[src/rtl/ttag_pkg.sv]
// Package: widths and tag construction shared by the tag appender blocks.
// Assumes the tag is one byte and the source field sits in its low bits.
package ttag_pkg;
    localparam int unsigned TAG_BYTE_W = 8;
    localparam int unsigned SRC_CODE_W = 2;

    // Build a tag byte: source code in the low bits, all other bits zero.
    function automatic logic [TAG_BYTE_W-1:0] make_tag(input logic [SRC_CODE_W-1:0] src);
        logic [TAG_BYTE_W-1:0] t;
        t = '0;
        t[SRC_CODE_W-1:0] = src;
        return t;
    endfunction
endpackage

[src/rtl/ttag_frame_ctx.sv]
// Frame context: tracks whether a frame is in flight and holds the source code
// and enable captured on its first byte. Assumes every frame ends with a last byte.
module ttag_frame_ctx #(
    parameter int unsigned SRC_W = ttag_pkg::SRC_CODE_W
) (
    input  logic             clk,
    input  logic             rst_n,
    input  logic             beat_acc,
    input  logic             beat_last,
    input  logic [SRC_W-1:0] src_in,
    input  logic             en_in,
    output logic [SRC_W-1:0] eff_src,
    output logic             eff_en
);
    logic             mid_frame;
    logic [SRC_W-1:0] held_src;
    logic             held_en;

    // Mark frame in flight after a non-last byte; clear on the last byte.
    always_ff @(posedge clk) begin
        if (!rst_n)
            mid_frame <= 1'b0;
        else if (beat_acc)
            mid_frame <= !beat_last;
    end

    // Capture source and enable on the first byte of each frame.
    always_ff @(posedge clk) begin
        if (!rst_n) begin
            held_src <= '0;
            held_en  <= 1'b0;
        end else if (beat_acc && !mid_frame) begin
            held_src <= src_in;
            held_en  <= en_in;
        end
    end

    // Use live values on the first byte, captured values afterwards.
    always_comb begin
        eff_src = mid_frame ? held_src : src_in;
        eff_en  = mid_frame ? held_en  : en_in;
    end

    // Captured values stay fixed while a frame is in flight.
    assert_ctx_hold_R6: assert property (@(posedge clk) disable iff (!rst_n)
        (mid_frame && $past(rst_n) && $past(mid_frame)) |-> ($stable(held_src) && $stable(held_en)));
endmodule

[src/rtl/ttag_tag_gen.sv]
// Tag generator: after an enabled frame's last byte is accepted, holds the tag
// byte pending until the host side accepts it. Assumes tag_acc only while pending.
module ttag_tag_gen #(
    parameter int unsigned DATA_W = ttag_pkg::TAG_BYTE_W,
    parameter int unsigned SRC_W  = ttag_pkg::SRC_CODE_W
) (
    input  logic              clk,
    input  logic              rst_n,
    input  logic              beat_acc,
    input  logic              beat_last,
    input  logic              eff_en,
    input  logic [SRC_W-1:0]  eff_src,
    input  logic              tag_acc,
    output logic              tag_pending,
    output logic [DATA_W-1:0] tag_byte
);
    // Raise pending on an enabled last byte; drop it when the tag is taken.
    always_ff @(posedge clk) begin
        if (!rst_n)
            tag_pending <= 1'b0;
        else if (beat_acc && beat_last && eff_en)
            tag_pending <= 1'b1;
        else if (tag_acc)
            tag_pending <= 1'b0;
    end

    // Latch the tag contents together with the pending flag.
    always_ff @(posedge clk) begin
        if (!rst_n)
            tag_byte <= '0;
        else if (beat_acc && beat_last && eff_en)
            tag_byte <= ttag_pkg::make_tag(eff_src);
    end

    // No input byte may be accepted while a tag is pending.
    assert_no_beat_while_tag_R5: assert property (@(posedge clk) disable iff (!rst_n)
        tag_pending |-> !beat_acc);
    // Tag contents are stable while pending and not accepted.
    assert_tag_stable_R8: assert property (@(posedge clk) disable iff (!rst_n)
        (tag_pending && !tag_acc) |=> (tag_pending && $stable(tag_byte)));
endmodule

[src/rtl/ttag_out_mux.sv]
// Output selector: passes input bytes through or presents the pending tag.
// Purely combinational; assumes tag_pending comes from a register.
module ttag_out_mux #(
    parameter int unsigned DATA_W = ttag_pkg::TAG_BYTE_W
) (
    input  logic              tag_pending,
    input  logic [DATA_W-1:0] tag_byte,
    input  logic              eff_en,
    input  logic              s_valid,
    input  logic [DATA_W-1:0] s_data,
    input  logic              s_last,
    input  logic              m_ready,
    output logic              s_ready,
    output logic              m_valid,
    output logic [DATA_W-1:0] m_data,
    output logic              m_last
);
    // Select between the tag beat and the pass-through beat.
    always_comb begin
        s_ready = m_ready && !tag_pending;
        m_valid = tag_pending || s_valid;
        m_data  = tag_pending ? tag_byte : s_data;
        m_last  = tag_pending || (s_last && !eff_en);
    end
endmodule

[src/rtl/tail_tag_inserter.sv]
// Top: appends a one-byte source-port tag after each host-bound frame when
// enabled. Assumes the upstream holds a byte stable until it is accepted.
module tail_tag_inserter #(
    parameter int unsigned DATA_W = ttag_pkg::TAG_BYTE_W,
    parameter int unsigned SRC_W  = ttag_pkg::SRC_CODE_W
) (
    input  logic              clk,
    input  logic              rst_n,
    input  logic              tag_enable,
    input  logic              s_valid,
    output logic              s_ready,
    input  logic [DATA_W-1:0] s_data,
    input  logic              s_last,
    input  logic [SRC_W-1:0]  s_src_port,
    output logic              m_valid,
    input  logic              m_ready,
    output logic [DATA_W-1:0] m_data,
    output logic              m_last
);
    localparam int unsigned PAD_W = DATA_W - SRC_W;

    logic              beat_acc, tag_acc, tag_pending, eff_en;
    logic [SRC_W-1:0]  eff_src;
    logic [DATA_W-1:0] tag_byte;

    // Handshake decode for input bytes and the tag beat.
    always_comb begin
        beat_acc = s_valid && s_ready;
        tag_acc  = tag_pending && m_ready;
    end

    ttag_frame_ctx #(.SRC_W(SRC_W)) u_ctx (
        .clk(clk), .rst_n(rst_n), .beat_acc(beat_acc), .beat_last(s_last),
        .src_in(s_src_port), .en_in(tag_enable), .eff_src(eff_src), .eff_en(eff_en));

    ttag_tag_gen #(.DATA_W(DATA_W), .SRC_W(SRC_W)) u_tag (
        .clk(clk), .rst_n(rst_n), .beat_acc(beat_acc), .beat_last(s_last),
        .eff_en(eff_en), .eff_src(eff_src), .tag_acc(tag_acc),
        .tag_pending(tag_pending), .tag_byte(tag_byte));

    ttag_out_mux #(.DATA_W(DATA_W)) u_mux (
        .tag_pending(tag_pending), .tag_byte(tag_byte), .eff_en(eff_en),
        .s_valid(s_valid), .s_data(s_data), .s_last(s_last), .m_ready(m_ready),
        .s_ready(s_ready), .m_valid(m_valid), .m_data(m_data), .m_last(m_last));

    // An enabled last byte is followed by a last-marked beat carrying the source.
    assert_tag_follows_R2: assert property (@(posedge clk) disable iff (!rst_n)
        (beat_acc && s_last && eff_en) |=>
            (m_valid && m_last && !s_ready && m_data[SRC_W-1:0] == $past(eff_src)));
    // Upper tag bits are zero.
    assert_tag_pad_zero_R3: assert property (@(posedge clk) disable iff (!rst_n)
        (beat_acc && s_last && eff_en) |=> (m_data[DATA_W-1:SRC_W] == {PAD_W{1'b0}}));
    // The original last byte carries no end marker when tagging is on.
    assert_orig_last_clear_R1: assert property (@(posedge clk) disable iff (!rst_n)
        (beat_acc && s_last && eff_en) |-> !m_last);
    // A disabled frame ends on its own last byte with no tag pending after it.
    assert_no_tag_when_off_R4: assert property (@(posedge clk) disable iff (!rst_n)
        (beat_acc && s_last && !eff_en) |=> s_ready == m_ready);
endmodule

[config.mk]
export PLATFORM = sky130hd
export DESIGN_NAME = tail_tag_inserter
export DESIGN_NICKNAME = d
export VERILOG_FILES = /design/src/rtl/ttag_pkg.sv /design/src/rtl/ttag_frame_ctx.sv /design/src/rtl/ttag_tag_gen.sv /design/src/rtl/ttag_out_mux.sv /design/src/rtl/tail_tag_inserter.sv
export SDC_FILE = /design/constraint.sdc
export NUM_CORES = 1
export LEC_CHECK = 0
export ABC_AREA = 1
export ABC_CLOCK_PERIOD_IN_PS = 2450
export BUFFER_PORTS_ARGS = -buffer_cell sky130_fd_sc_hd__buf_2
export CORE_MARGIN = 1.5
export CORE_UTILIZATION = 30
export CTS_BUF_LIST = sky130_fd_sc_hd__clkbuf_4 sky130_fd_sc_hd__clkbuf_8
export DETAILED_ROUTE_END_ITERATION = 6
export HOLD_SLACK_MARGIN = 0.15
export SYNTH_ARGS = -nofsm -noshare
export SYNTH_HDL_FRONTEND = slang
export SYNTH_HIERARCHICAL = 1
export SYNTH_SLANG_ARGS = --single-unit
export TNS_END_PERCENT = 5
[constraint.sdc]
create_clock -name clk -period 2.45 [get_ports clk]
set_input_delay 0.6125 -clock clk [delete_from_list [all_inputs] [get_ports clk]]
set_output_delay 0.6125 -clock clk [all_outputs]
set_load 0.005 [all_outputs]
## After elaboration in Yosys (flattened, before gate mapping)

Index checks and enable logic that the tools add are counted.

- Muxes and demuxes: 5
- Reduce and logical (&&, ||, !) cells: 14

Operators with widths:

| operator | number |
|---|---|
| 2-to-1 mux 8 bit | 1 |
| logical AND 1 bit | 7 |
| zero test 1 bit | 4 |
| 2-to-1 mux 1 bit | 3 |
| logical OR 1 bit | 2 |
| 2-to-1 mux 2 bit | 1 |
| nonzero test 2 bit | 1 |

- Register bits after elaboration: 7
- Output and inout bits: 11
- Word-level logic and storage cells: 24

## Longest topological paths before layout

- Depth after elaboration: 6
- Depth in mapped cells: 8
- Depth with buffers taken out: 8

## Hierarchy

The synthesis kept the hierarchy.

Modules (own cells, without submodules):

| module | instances | cells an instance | area each (um2) | seq. area each (um2) |
|---|---|---|---|---|
| ttag_frame_ctx | 1 | 31 | 190.2 | 80.1 |
| ttag_tag_gen | 1 | 24 | 171.4 | 60.1 |
| ttag_out_mux | 1 | 32 | 130.1 | 0.0 |
| tail_tag_inserter | 1 | 4 | 15.0 | 0.0 |

## Worst setup path before layout

Ideal clock, no wire load.

- Path type: input to output
- Start: input port tag_enable
- End: output port m_last
- Arrival: 1.027 ns
- Data required time: 1.837 ns
- Slack: 0.810 ns
- Stages on the path: 5
- Path buffers: 0
- Cell sequence: inv_1 o21ai_0 inv_1 nand2_1 nand2_1

- Word-level cells in the longest chain between the ends: 4

Ends and longest elaborated chain:

| item | RTL line | RTL |
|---|---|---|
| from (decl) | tail_tag_inserter.sv:9 | `input logic tag_enable,` |
| 2-to-1 mux 1 bit | ttag_frame_ctx.sv:41 | `eff_en = mid_frame ? held_en : en_in;` |
| via eff_en | tail_tag_inserter.sv:22 | `logic beat_acc, tag_acc, tag_pending, eff_en;` |
| zero test 1 bit | ttag_out_mux.sv:23 | `m_last = tag_pending \|\| (s_last && !eff_en);` |
| logical AND 1 bit | ttag_out_mux.sv:23 |  |
| logical OR 1 bit | ttag_out_mux.sv:23 |  |
| to (decl) | tail_tag_inserter.sv:18 | `output logic m_last` |

The timed path passes the listed nets, and every way through them passes these cells.

## Worst setup path in the final report

Ends and elaborated chain as after synthesis.

==> results.md <==
- Outcome: completed
- Cell Rows: 14
- Final Skew: between 0.0002 and 0.00025 ns
- CP endpoint kind: output pin
- Mapped Cells: 91
- Minimum clock period after layout: about 1.9 ns
- 1st-iter DRT viols: 9
- Setup crit start kind: input port
- CTS resizes: 0
- DRC Markers: 0
- Core ar.: around 1500 µm²
- Fin Setup TNS: 0 ns
- Hold buffers post-CTS: 0
- Initial core utilization: 0.3287
- Leakage: 0.0004049 µW
- Syn-to-layout area delta: 28.15%
- Vert. Die Dim: between 40 and 50 µm
- Clock tree sinks: 7
- N_diodes: 0
- Fmax: roughly 530 MHz
- Fin nets: between 100 and 150
- Maxcap violations: 0
- Num CTS Buffers: 3
- Largest net degree at the start of global routing: 14
- Post-route cell area: approximately 650 µm²
- Synth top area cells: nand2_1 (30%), dfxtp_1 (28%), buf_4 (8.9%)
- Crit Path Max Fanout: 2
- Root Driver: clkbuf_4
- Final ANT Viol Nets: 0
- #FFs+latches synth: 7
- Clock latency at the later pin of the worst-skew pair: approximately 0.24 ns
- DP Area: 619.3 µm²
- Placer congestion estimate: between 0.6 and 0.7
- Worst path arrival time: 1.27 ns
- Share of cells above drive strength 1: 0.2773
- Mean Syn Cell Area: between 5 and 6 µm²
- Die W: between 40 and 50 µm
- Fillers: approximately 190
- Most common cell after layout, fill and taps aside: nand2_1
- Cell taking the most area after synthesis: nand2_1
- Syn. warnings: 6
- WL final: between 900 and 1000 µm
- GRT overflow: 0
- DR pass1 iterations: 4
- Post-CTS Setup Bufs: 0
- Yosys cell types: 14
- IO Count: 27
- Initial antenna violation count: 0
- Slew Limit Fails: 0
- Hold/Removal Path Class: reg2reg
- Most frequent cells in the layout: nand2_1 (41), buf_2 (26), nor2_1 (12)
- Wire length per cell: between 7 and 8 µm
- Footprint of the multi-input gates: between 200 and 300 µm²
- Clock transition at path regs: approximately 0.050 ns
- Synthesized area: roughly 510 µm²
- Vias/cell: just under 4
- GRT Total Usage: 0.1022
- Pwr per Cell Area: around 470 nW/µm²
- Layout Cells excl Fill: 135
- Peak VDD IR: 0.3158 mV
- Overall power: 302.8 µW
- Die area: 1945 µm²
- RSZ-0062 raised after global routing: no
- CTS tree: done
- Placed cells: ~130
- WS Path Type: in2out
- H-tree lvl count: 1
- Routed vias: 520
- Final period utilization: 0.7672
- Longest Clk Path Bufs: 2
- Setup Viol. Count Final: 0
- First-pass GRT wire length: 1462 µm
- IO Port Bufs: 26
- Final Hold Fails: 0
- Critical path required time: 1.84 ns
- Vias in the first global route: about 380
- Storage cell area: roughly 140 µm²
- Top cell type's share of synthesized area: 0.3037
- HPWL Detailed: about 750 µm
- Seq/Total Area, Yosys: 0.2765
metal layers:
layer,GRT usage,share of wire,vias up
met5,0,0,-
met4,0.07273,0.011,0
met3,0.02449,0.099,2
met2,0.1529,0.40,21
met1,0.1278,0.49,183
li1,-,-,314
where the power goes:
part / switching, µW / leakage [µW] / internal, µW
Combinational: 33.3 / 0.000329 / 30.6
Clock: 39.7 / 0.0000184 / 73.0
Sequential: 5.44 / 0.0000573 / 121
worst max-delay path, cell delays in order:
cell	delay, ns
buf_2	0.07
inv_1	0.04
o21ai_0	0.25
inv_1	0.07
nand2_1	0.06
nand2_1	0.04
buf_2	0.12
worst paths after layout:
path                     startpoint           endpoint  slack (ns)  depth (start not counted)
hold reg to reg   u_ctx/held_src[0]  u_ctx/held_src[0]        0.48                          2
hold / removal    u_ctx/held_src[0]  u_ctx/held_src[0]        0.48                          2
setup / recovery         tag_enable             m_last        0.57                          7
setup reg to reg  u_tag/tag_pending  u_tag/tag_byte[0]        1.19                          7
cells by family (layout without fill, tap and decap cells):
group | count (synthesis) | count (layout) | synth area share
AND/OR/NAND/NOR | 57 | 57 | 0.4445
buffers and inverters | 20 | 43 | 0.2074
flip-flops | 7 | 7 | 0.2765
AO/OA/AOI/OAI | 6 | 6 | 0.06420
other | 1 | 6 | 0.007400
metrics by stage:
stage               hold WS [ns]  setup slack, ns    util
floorplan                 0.4549           0.8104       -
global placement          0.4688           0.5753  0.4018
detailed placement        0.4754           0.5555  0.4018
CTS                       0.4849           0.5559  0.4213
global route              0.5101           0.4484  0.4213
finish                    0.4822           0.5703  0.4213
flip-flops by register name, indices dropped and copies added (netlist names):
signal,flops
u_tag/tag_pending,1
u_ctx/held_src,2
u_tag/tag_byte,2
u_ctx/mid_frame,1
u_ctx/held_en,1
cell usage after synthesis (all sizes together):
cell,n
nand3,3
or2,1
nand2,41
a21boi,1
a21oi,1
dfxtp,7
inv,13
buf,7
conb,1
o21ai,4
nor2,12
final cells by class:
cell class                 instances  area share
multi-input combinational         69      0.4316
sequential                         7      0.2158
clock buffer                       4     0.04624
inverter                          13     0.07514
timing repair buffer              26      0.2004
tap                               16     0.03083
Power figures use the tool's default switching activity.
